File: config.mk
export PLATFORM = sky130hd
export DESIGN_NAME = pte_rule_eval
export DESIGN_NICKNAME = d
export VERILOG_FILES = /design/src/rtl/pte_chk_pkg.sv /design/src/rtl/pte_rule_eval.sv
export SDC_FILE = /design/constraint.sdc
export NUM_CORES = 1
export LEC_CHECK = 0
export BUFFER_PORTS_ARGS = -buffer_cell sky130_fd_sc_hd__clkbuf_2
export CAP_MARGIN = 20
export CORE_MARGIN = 2
export CORE_UTILIZATION = 40
export DETAILED_ROUTE_END_ITERATION = 8
export GPL_ROUTABILITY_DRIVEN = 0
export PLACE_DENSITY = 0.95
export SLEW_MARGIN = 20
export SYNTH_ARGS = -nofsm -noshare
export SYNTH_HDL_FRONTEND = slang
export SYNTH_SLANG_ARGS = --single-unit
File: constraint.sdc
create_clock -name vclk -period 2.1
set_clock_uncertainty 0.1 [all_clocks]
set_input_delay 0.105 -clock vclk [all_inputs]
set_output_delay 0.105 -clock vclk [all_outputs]
set_load 0.005 [all_outputs]
File: src/rtl/pte_chk_pkg.sv
package pte_chk_pkg;

   localparam int REASON_W  = 3;
   localparam int NUM_RULES = 6;

   typedef enum logic [REASON_W-1:0] {
      PTE_OK          = 3'd0,
      PTE_BAD_INVALID = 3'd1,
      PTE_BAD_RSV     = 3'd2,
      PTE_BAD_MTYPE   = 3'd3,
      PTE_BAD_CONT    = 3'd4,
      PTE_BAD_PTRATTR = 3'd5,
      PTE_BAD_ALIGN   = 3'd6
   } pte_reason_e;

   typedef struct packed {
      logic v;
      logic r;
      logic w;
      logic x;
      logic u;
      logic g;
      logic a;
      logic d;
   } pte_flags_t;

   localparam int FLG_V = 0;
   localparam int FLG_R = 1;
   localparam int FLG_W = 2;
   localparam int FLG_X = 3;
   localparam int FLG_U = 4;
   localparam int FLG_G = 5;
   localparam int FLG_A = 6;
   localparam int FLG_D = 7;
   localparam int SW_LSB = 8;
   localparam int SW_W   = 2;

endpackage

File: src/rtl/pte_rule_eval.sv
module pte_rule_eval
   import pte_chk_pkg::*;
#(
   parameter int PPN_W   = 44,
   parameter int RSV_W   = 7,
   parameter int MT_W    = 2,
   parameter int SHIFT_W = $clog2(PPN_W + 1)
) (
   input  pte_flags_t           flags_i,
   input  logic [PPN_W-1:0]     ppn_i,
   input  logic [RSV_W-1:0]     rsv_i,
   input  logic [MT_W-1:0]      mt_i,
   input  logic                 cont_i,
   input  logic                 mt_en_i,
   input  logic                 cont_en_i,
   input  logic [SHIFT_W-1:0]   lvl_shift_i,
   output logic [NUM_RULES:1]   hit_o,
   output logic                 is_leaf_o
);

   localparam int CMP_W = SHIFT_W + 1;

   logic [PPN_W-1:0] low_mask;
   logic             mt_nz;
   logic             ptr_attr;
   logic             unused_glob;

   // one mask bit per page-number position: set when below the level shift
   for (genvar i = 0; i < PPN_W; i++) begin : g_mask
      assign low_mask[i] = ({1'b0, lvl_shift_i} > CMP_W'(i));
   end

   assign mt_nz       = |mt_i;
   assign is_leaf_o   = flags_i.r | flags_i.w | flags_i.x;
   assign ptr_attr    = flags_i.d | flags_i.a | flags_i.u | mt_nz | cont_i;
   assign unused_glob = flags_i.g;

   always_comb begin
      hit_o    = '0;
      hit_o[1] = ~flags_i.v | (flags_i.w & ~flags_i.r);
      hit_o[2] = |rsv_i;
      hit_o[3] = mt_nz & ~mt_en_i;
      hit_o[4] = cont_i & ~cont_en_i;
      hit_o[5] = ~is_leaf_o & ptr_attr;
      hit_o[6] = is_leaf_o & (|(ppn_i & low_mask));
   end

endmodule

* After elaboration in Yosys (flattened, before gate mapping)
Cells that the tools add are included. W data, S select, Z words.
Word-level totals: logic and storage cells 65, register bits after elaboration 0
Operators by class: reduce and logical (&&, ||, !) cells 3, magnitude comparators 44, bitwise operators 18
Operators by type and width (count):
- $gt A6 B5 Y1 const B | 16
- $gt A6 B6 Y1 const B | 12
- $gt A6 B4 Y1 const B | 8
- $and A44 B44 Y44 | 1
- $reduce_or A44 Y1 | 1
- $gt A6 B3 Y1 const B | 4
- $gt A6 B1 Y1 const B | 2
- $gt A6 B2 Y1 const B | 2
- $or A1 B1 Y1 | 7
- $reduce_or A7 Y1 | 1
- $and A1 B1 Y1 | 5
- $not A1 Y1 | 5
- $reduce_or A2 Y1 | 1

* Longest topological paths before layout
Gate-level depths: netlist of run 1.
word-level depth 5, depth in mapped cells 8, mapped depth without buffers 6

* Worst setup path before layout of run 1
No wires, ideal clock.
path type input port to output port, start input port lvl_shift_i[3], end output port hit_o[6] (netlist name), slack 0.571 ns, stages 7, arrival time 1.324 ns, cells stage by stage buf_6 > nor3_4 > nand2_2 > a2111oi_2 > a21oi_1 > a2111oi_2 > a31oi_1
On the way: word-level cells in the longest chain between the ends 4
Ends and longest elaborated chain:
- from (decl) | RTL line pte_rule_eval.sv:16 | input logic [SHIFT_W-1:0] lvl_shift_i,
- $gt A6 B1 Y1 (tied with other cells) | RTL line pte_rule_eval.sv:30 | assign low_mask[i] = ({1'b0, lvl_shift_i} > CMP_W'(i));
- $and A44 B44 Y44 * | RTL line pte_rule_eval.sv:45 | hit_o[6] = is_leaf_o & (|(ppn_i & low_mask));
- $reduce_or A44 Y1 * | RTL line pte_rule_eval.sv:45
- $and A1 B1 Y1 * | RTL line pte_rule_eval.sv:45
- to (decl) | RTL line pte_rule_eval.sv:17 | output logic [NUM_RULES:1] hit_o,
Every way passes the cells marked *; elsewhere a longest branch is shown, timed or not.

* Worst setup path after layout of run 1
start input port ppn_i[16], end output port hit_o[6] (netlist name)
On the way: word-level cells in the longest chain between the ends 3
Ends and longest elaborated chain:
- from (decl) | RTL line pte_rule_eval.sv:10 | input logic [PPN_W-1:0] ppn_i,
- $and A44 B44 Y44 | RTL line pte_rule_eval.sv:45
- $reduce_or A44 Y1 | RTL line pte_rule_eval.sv:45
- $and A1 B1 Y1 | RTL line pte_rule_eval.sv:45
No other way between the ends.

==> results of run 1 <==
Yosys cell counts, types with 2 or more instances:
master / count
a21oi_1: 20
nand2_1: 8
o21ai_0: 15
nor3_1: 5
a2111oi_2: 2
o31ai_1: 2
nand2b_1: 2
o22ai_1: 5
o21a_1: 3
a22oi_1: 2
nand3_1: 5
nor4_1: 8
clkbuf_1: 4
a211oi_1: 2
nor2_1: 11
buf_2: 4
inv_1: 6
a31oi_1: 5
o41ai_1: 3
cells by family after synthesis:
| kind of cell | synth area share |
|---|---|
| simple gates | 0.316 |
| buf+inv | 0.0995 |
| compound gates | 0.585 |
area by class of cell:
cell class	count	share of cell area
repair buffers	81	0.367
inverters	7	0.0231
multi-input cells	110	0.582
well taps	25	0.0275
power by group through the flow:
| stage | Sequential (mW) | Clock, mW | Combinational, mW |
|---|---|---|---|
| after global routing | 0 | 0 | 0.225 |
| final | 0 | 0 | 0.203 |
| after global placement | 0 | 0 | 0.195 |
| after CTS | 0 | 0 | 0.199 |
| after detailed placement | 0 | 0 | 0.198 |
| after floorplan | 0 | 0 | 0.0988 |
worst paths after layout:
check	startpoint	end	slack, ps	cells past startpoint
min	mt_en_i	hit_o[3]	310	3
max	ppn_i[16]	hit_o[6]	210	8
through the flow:
| step | instances | setup slack, ps | hold WS, ps | area [um2] |
|---|---|---|---|---|
| final | 223 | 212 | 315 | 1140 |
| after global routing | 223 | 45.2 | 331 | 1140 |
| after CTS | 223 | 159 | 317 | 1130 |
| after detailed placement | 223 | 173 | 315 | 1130 |
| after global placement | 223 | 199 | 315 | 1130 |
| after floorplan | 126 | 571 | 140 | 729 |
timing repair:
item                       CTS  global route
resized for setup            0             1
hold buffers                 0             0
setup endpoints to repair    0             1
per-layer routing:
metal | global-route usage | share of wire | vias to the layer above
li1 | - | - | 654
met1 | 0.345 | 0.40 | 545
met2 | 0.403 | 0.47 | 97
met3 | 0.00392 | 0.12 | 2
met4 | 0.0278 | 0.0037 | 0
met5 | 0 | 0 | -
==> qor.txt, run 1 <==
Status - finished, final reports clean
Yosys warns - 0
Worst Setup End Kind - output pin
Kind of critical path - input pin to output pin
Die span in y - 46.7 um
Post-CTS Setup Bufs - 0
Final hold vios - 0
Syn_nets - 196
Commonest non-fill, non-tap cells in the layout - clkbuf_2, a21oi_1, o21ai_0
Most common cell after layout, fill and taps aside - clkbuf_2
CP delay by family, top - compound AO/OA/AOI/OAI gates
Worst Hold Class - input pin to output pin
RSZ-0062 raised after global routing - false
DP HPWL - 2.28 mm
Cells after Synth - 126
Worst EP arrival - 1680 ps
Worst-path cell chain - clkbuf_2 -> nor4_1 -> nand3_1 -> a2111oi_2 -> a21oi_1 -> a2111oi_2 -> a31oi_1 -> clkbuf_2
Max Clk Rate - 530 MHz
Slew Viols, Final - 0
Fraction of layout cells with a size suffix above 1 - 0.434
Fin crit period - 1890 ps
Residual DRC - 0
Final #Nets - 270
Core Footprint - 0.00173 mm2
Critical path's largest stage delay - 330 ps
Ant diodes - 0
Syn Area/Cell - 5.79 um2
Crit Path Max Fanout - 2
CLK BUF - 0
Cell variety after synth - 33
Fill cells - 174
Synth top area cells - a21oi_1, o21ai_0, nor4_1
Max rail drop VDD - 0.139 mV
Final period util - 0.899
Worst-Margin Slew - 397 ps
DRT Wirelength - 2.73 mm
Setup Viol. Count Final - 0
Setup_tns - 0 ps
Routed Antenna Nets - 0
Vias - 1298
Die X - 46.7 um
Area occupied by multi-input gates - 663 um2
Netlist Area Pre-Place - 729 um2
Crit start category - input pin
Syn-to-layout area delta - 56.1%
Vias in the first global route - 1010
Bufs and invs on worst path - 2
Initial antenna violation count - 0
Die area - 0.00218 mm2
DR WL/cell - 12.2 um
FF+latch count - 0
Initial core utilization - 0.422
Flop pwr share - 0
Sequential area share after synthesis - 0
Synth top area share - 0.137
Sw frac - 0.523
First-pass GRT wire length - 4.01 mm
Max-slew headroom - 0.732
Rows - 15
Drt initial violations - 74
PwrDens - 178 mW/mm2
Largest net degree at the start of global routing - 17
Vias per inst - 5.82
GRT overflow - 0
Router iterations before antenna repair - 4
GR Util All Layers - 0.237
Max Cap Violations - 0
Port buffer count - 76
Critical Path RT - 1890 ps
FF/Latch Area - 0 um2
Comb pwr share - 1.000
Tot Pwr - 0.203 mW
Post-synth top area cell - a21oi_1
Pint - 0.0967 mW
P_sw - 0.106 mW
Slowest CP cell - a2111oi_2
IO Pins - 77
Final core utilization - 0.659
Pleak - 0.534 nW
Clock power share - 0
No activity file was read; power rests on OpenSTA's default activity.
==> run 2, diff against run 1 <==
--- a/config.mk
+++ b/config.mk
@@ -12,6 +12,7 @@
 export DETAILED_ROUTE_END_ITERATION = 8
 export GPL_ROUTABILITY_DRIVEN = 0
 export PLACE_DENSITY = 0.95
+export RECOVER_POWER = 25
 export SLEW_MARGIN = 20
 export SYNTH_ARGS = -nofsm -noshare
 export SYNTH_HDL_FRONTEND = slang
==> constraint.sdc (replaced) <==
create_clock -name vclk -period 2.25
set_clock_uncertainty 0.1 [all_clocks]
set_input_delay 0.1125 -clock vclk [all_inputs]
set_output_delay 0.1125 -clock vclk [all_outputs]
set_load 0.005 [all_outputs]
==> qor.txt, run 2 (synthesized netlist as in run 1, its figures left out) <==
FF+latch count - 0 (unchanged)
Post-route cell area - 0.00112 mm2 (-2.0%)
Fin crit period - 1990 ps
Max Clk Rate - 503 MHz
IO Pins - 77 (unchanged)
Commonest non-fill, non-tap cells in the layout - clkbuf_2, a21oi_1, o21ai_0
Final #Nets - 268 (-0.74%)
Kind of critical path - input pin to output pin
Post_cts resized - 0 (unchanged)
GR Util All Layers - 0.246 (+0.00866)
Router iterations before antenna repair - 4 (unchanged)
Die area - 0.00218 mm2 (unchanged)
Met2 Usage GRT - 0.425 (+0.0222)
Initial antenna violation count - 0 (unchanged)
DP HPWL - 2.32 mm (+1.9%)
Max Cap Violations - 0 (unchanged)
Area occupied by multi-input gates - 657 um2 (-0.94%)
DP Area - 0.00112 mm2 (-1.3%)
Setup Viol. Count Final - 0 (unchanged)
Rows - 15 (unchanged)
P_sw - 0.0991 mW (-6.6%)
Worst-Margin Slew - 373 ps (-23.8 ps)
DR WL/cell - 12.8 um (+4.3%)
Most common cell after layout, fill and taps aside - clkbuf_2
Pleak - 0.521 nW (-2.5%)
Vias - 1274 (-1.8%)
RSZ-0062 raised after global routing - false
CLK BUF - 0 (unchanged)
First-pass GRT wire length - 4.12 mm (+2.8%)
Vias per inst - 5.76 (-0.96%)
Worst Setup End Kind - output pin
GRT overflow - 0 (unchanged)
Slew Viols, Final - 0 (unchanged)
Initial core utilization - 0.422 (unchanged)
Flop pwr share - 0 (unchanged)
Largest net degree at the start of global routing - 17 (unchanged)
Final period util - 0.884
FF/Latch Area - 0 um2 (unchanged)
Drt initial violations - 62 (-16%)
Placement Setup Slack - 311 ps (+138 ps)
Ant diodes - 0 (unchanged)
Die X - 46.7 um (unchanged)
M1 GR Usage - 0.347 (+0.00230)
Fill cells - 177 (+1.7%)
Critical Path RT - 2040 ps (+150 ps)
Syn-to-layout area delta - 53.0%
Max-slew headroom - 0.748 (+0.0161)
Final hold vios - 0 (unchanged)
Vias in the first global route - 1009 (-0.099%)
Post-CTS Setup Bufs - 0 (unchanged)
Worst EP arrival - 1780 ps (+100 ps)
Status - finished, final reports clean
Fraction of layout cells with a size suffix above 1 - 0.418 (-0.0160)
Crit start category - input pin
GR Util met3 - 0.0118 (+0.00784)
Setup_tns - 0 ps (unchanged)
Sw frac - 0.531 (+0.00815)
Core Footprint - 0.00173 mm2 (unchanged)
DRT Wirelength - 2.82 mm (+3.4%)
Port buffer count - 76 (unchanged)
Clock power share - 0 (unchanged)
Worst Hold Class - input pin to output pin
Hold-fix buffers at CTS - 0 (unchanged)
Max rail drop VDD - 0.114 mV (-18%)
Residual DRC - 0 (unchanged)
Post-route setup slack - 261 ps (+48.8 ps)
Final cell count without fillers - 221 (-0.90%)
Crit Path Max Fanout - 12 (+10)
Comb pwr share - 1.000 (about the same)
PwrDens - 167 mW/mm2 (-6.2%)
Die span in y - 46.7 um (unchanged)
Most crowded layer after global routing - met2
Routed Antenna Nets - 0 (unchanged)
Pint - 0.0874 mW (-9.6%)
Placed cells - 221 (-0.90%)
-- run 2: area by class of cell --
cell class / instances / area share
timing repair buffer: 79 / 0.360
multi-input combinational: 110 / 0.589
tap: 25 / 0.0280
inverter: 7 / 0.0235
-- run 2: final timing paths --
path	end	cells past startpoint	slack (ps)	start
setup / recovery	hit_o[6]	9	260	lvl_shift_i[3]
hold / removal	hit_o[4]	3	330	cont_en_i
-- run 2: worst max-delay path, cell delays in order --
cell,delay [ps]
clkbuf_2,210
buf_4,220
nor3_1,330
o21ai_0,140
o21ai_0,120
nand3_1,120
a2111oi_2,270
a31oi_1,140
clkbuf_2,130
-- run 2: stage by stage --
stage,total power [mW],util,hold slack (ps)
3_5_place_dp,0.183,0.647,328
5_1_grt,0.206,0.646,363
3_3_place_gp,0.180,0.647,331
4_1_cts,0.184,0.647,330
2_1_floorplan,0.0922,-,155
6_report,0.187,0.646,325
-- run 2: metal layers --
layer  up-vias  wire [um]
met3         2        309
met1       540       1130
met4         0         16
li1        644          -
met2        88       1360
met5         -          0
-- run 2: power by group through the flow --
stage	logic [mW]	clock network [mW]	registers, mW
after floorplan	0.0922	0	0
after global placement	0.180	0	0
after detailed placement	0.183	0	0
after CTS	0.184	0	0
after global routing	0.206	0	0
final	0.187	0	0
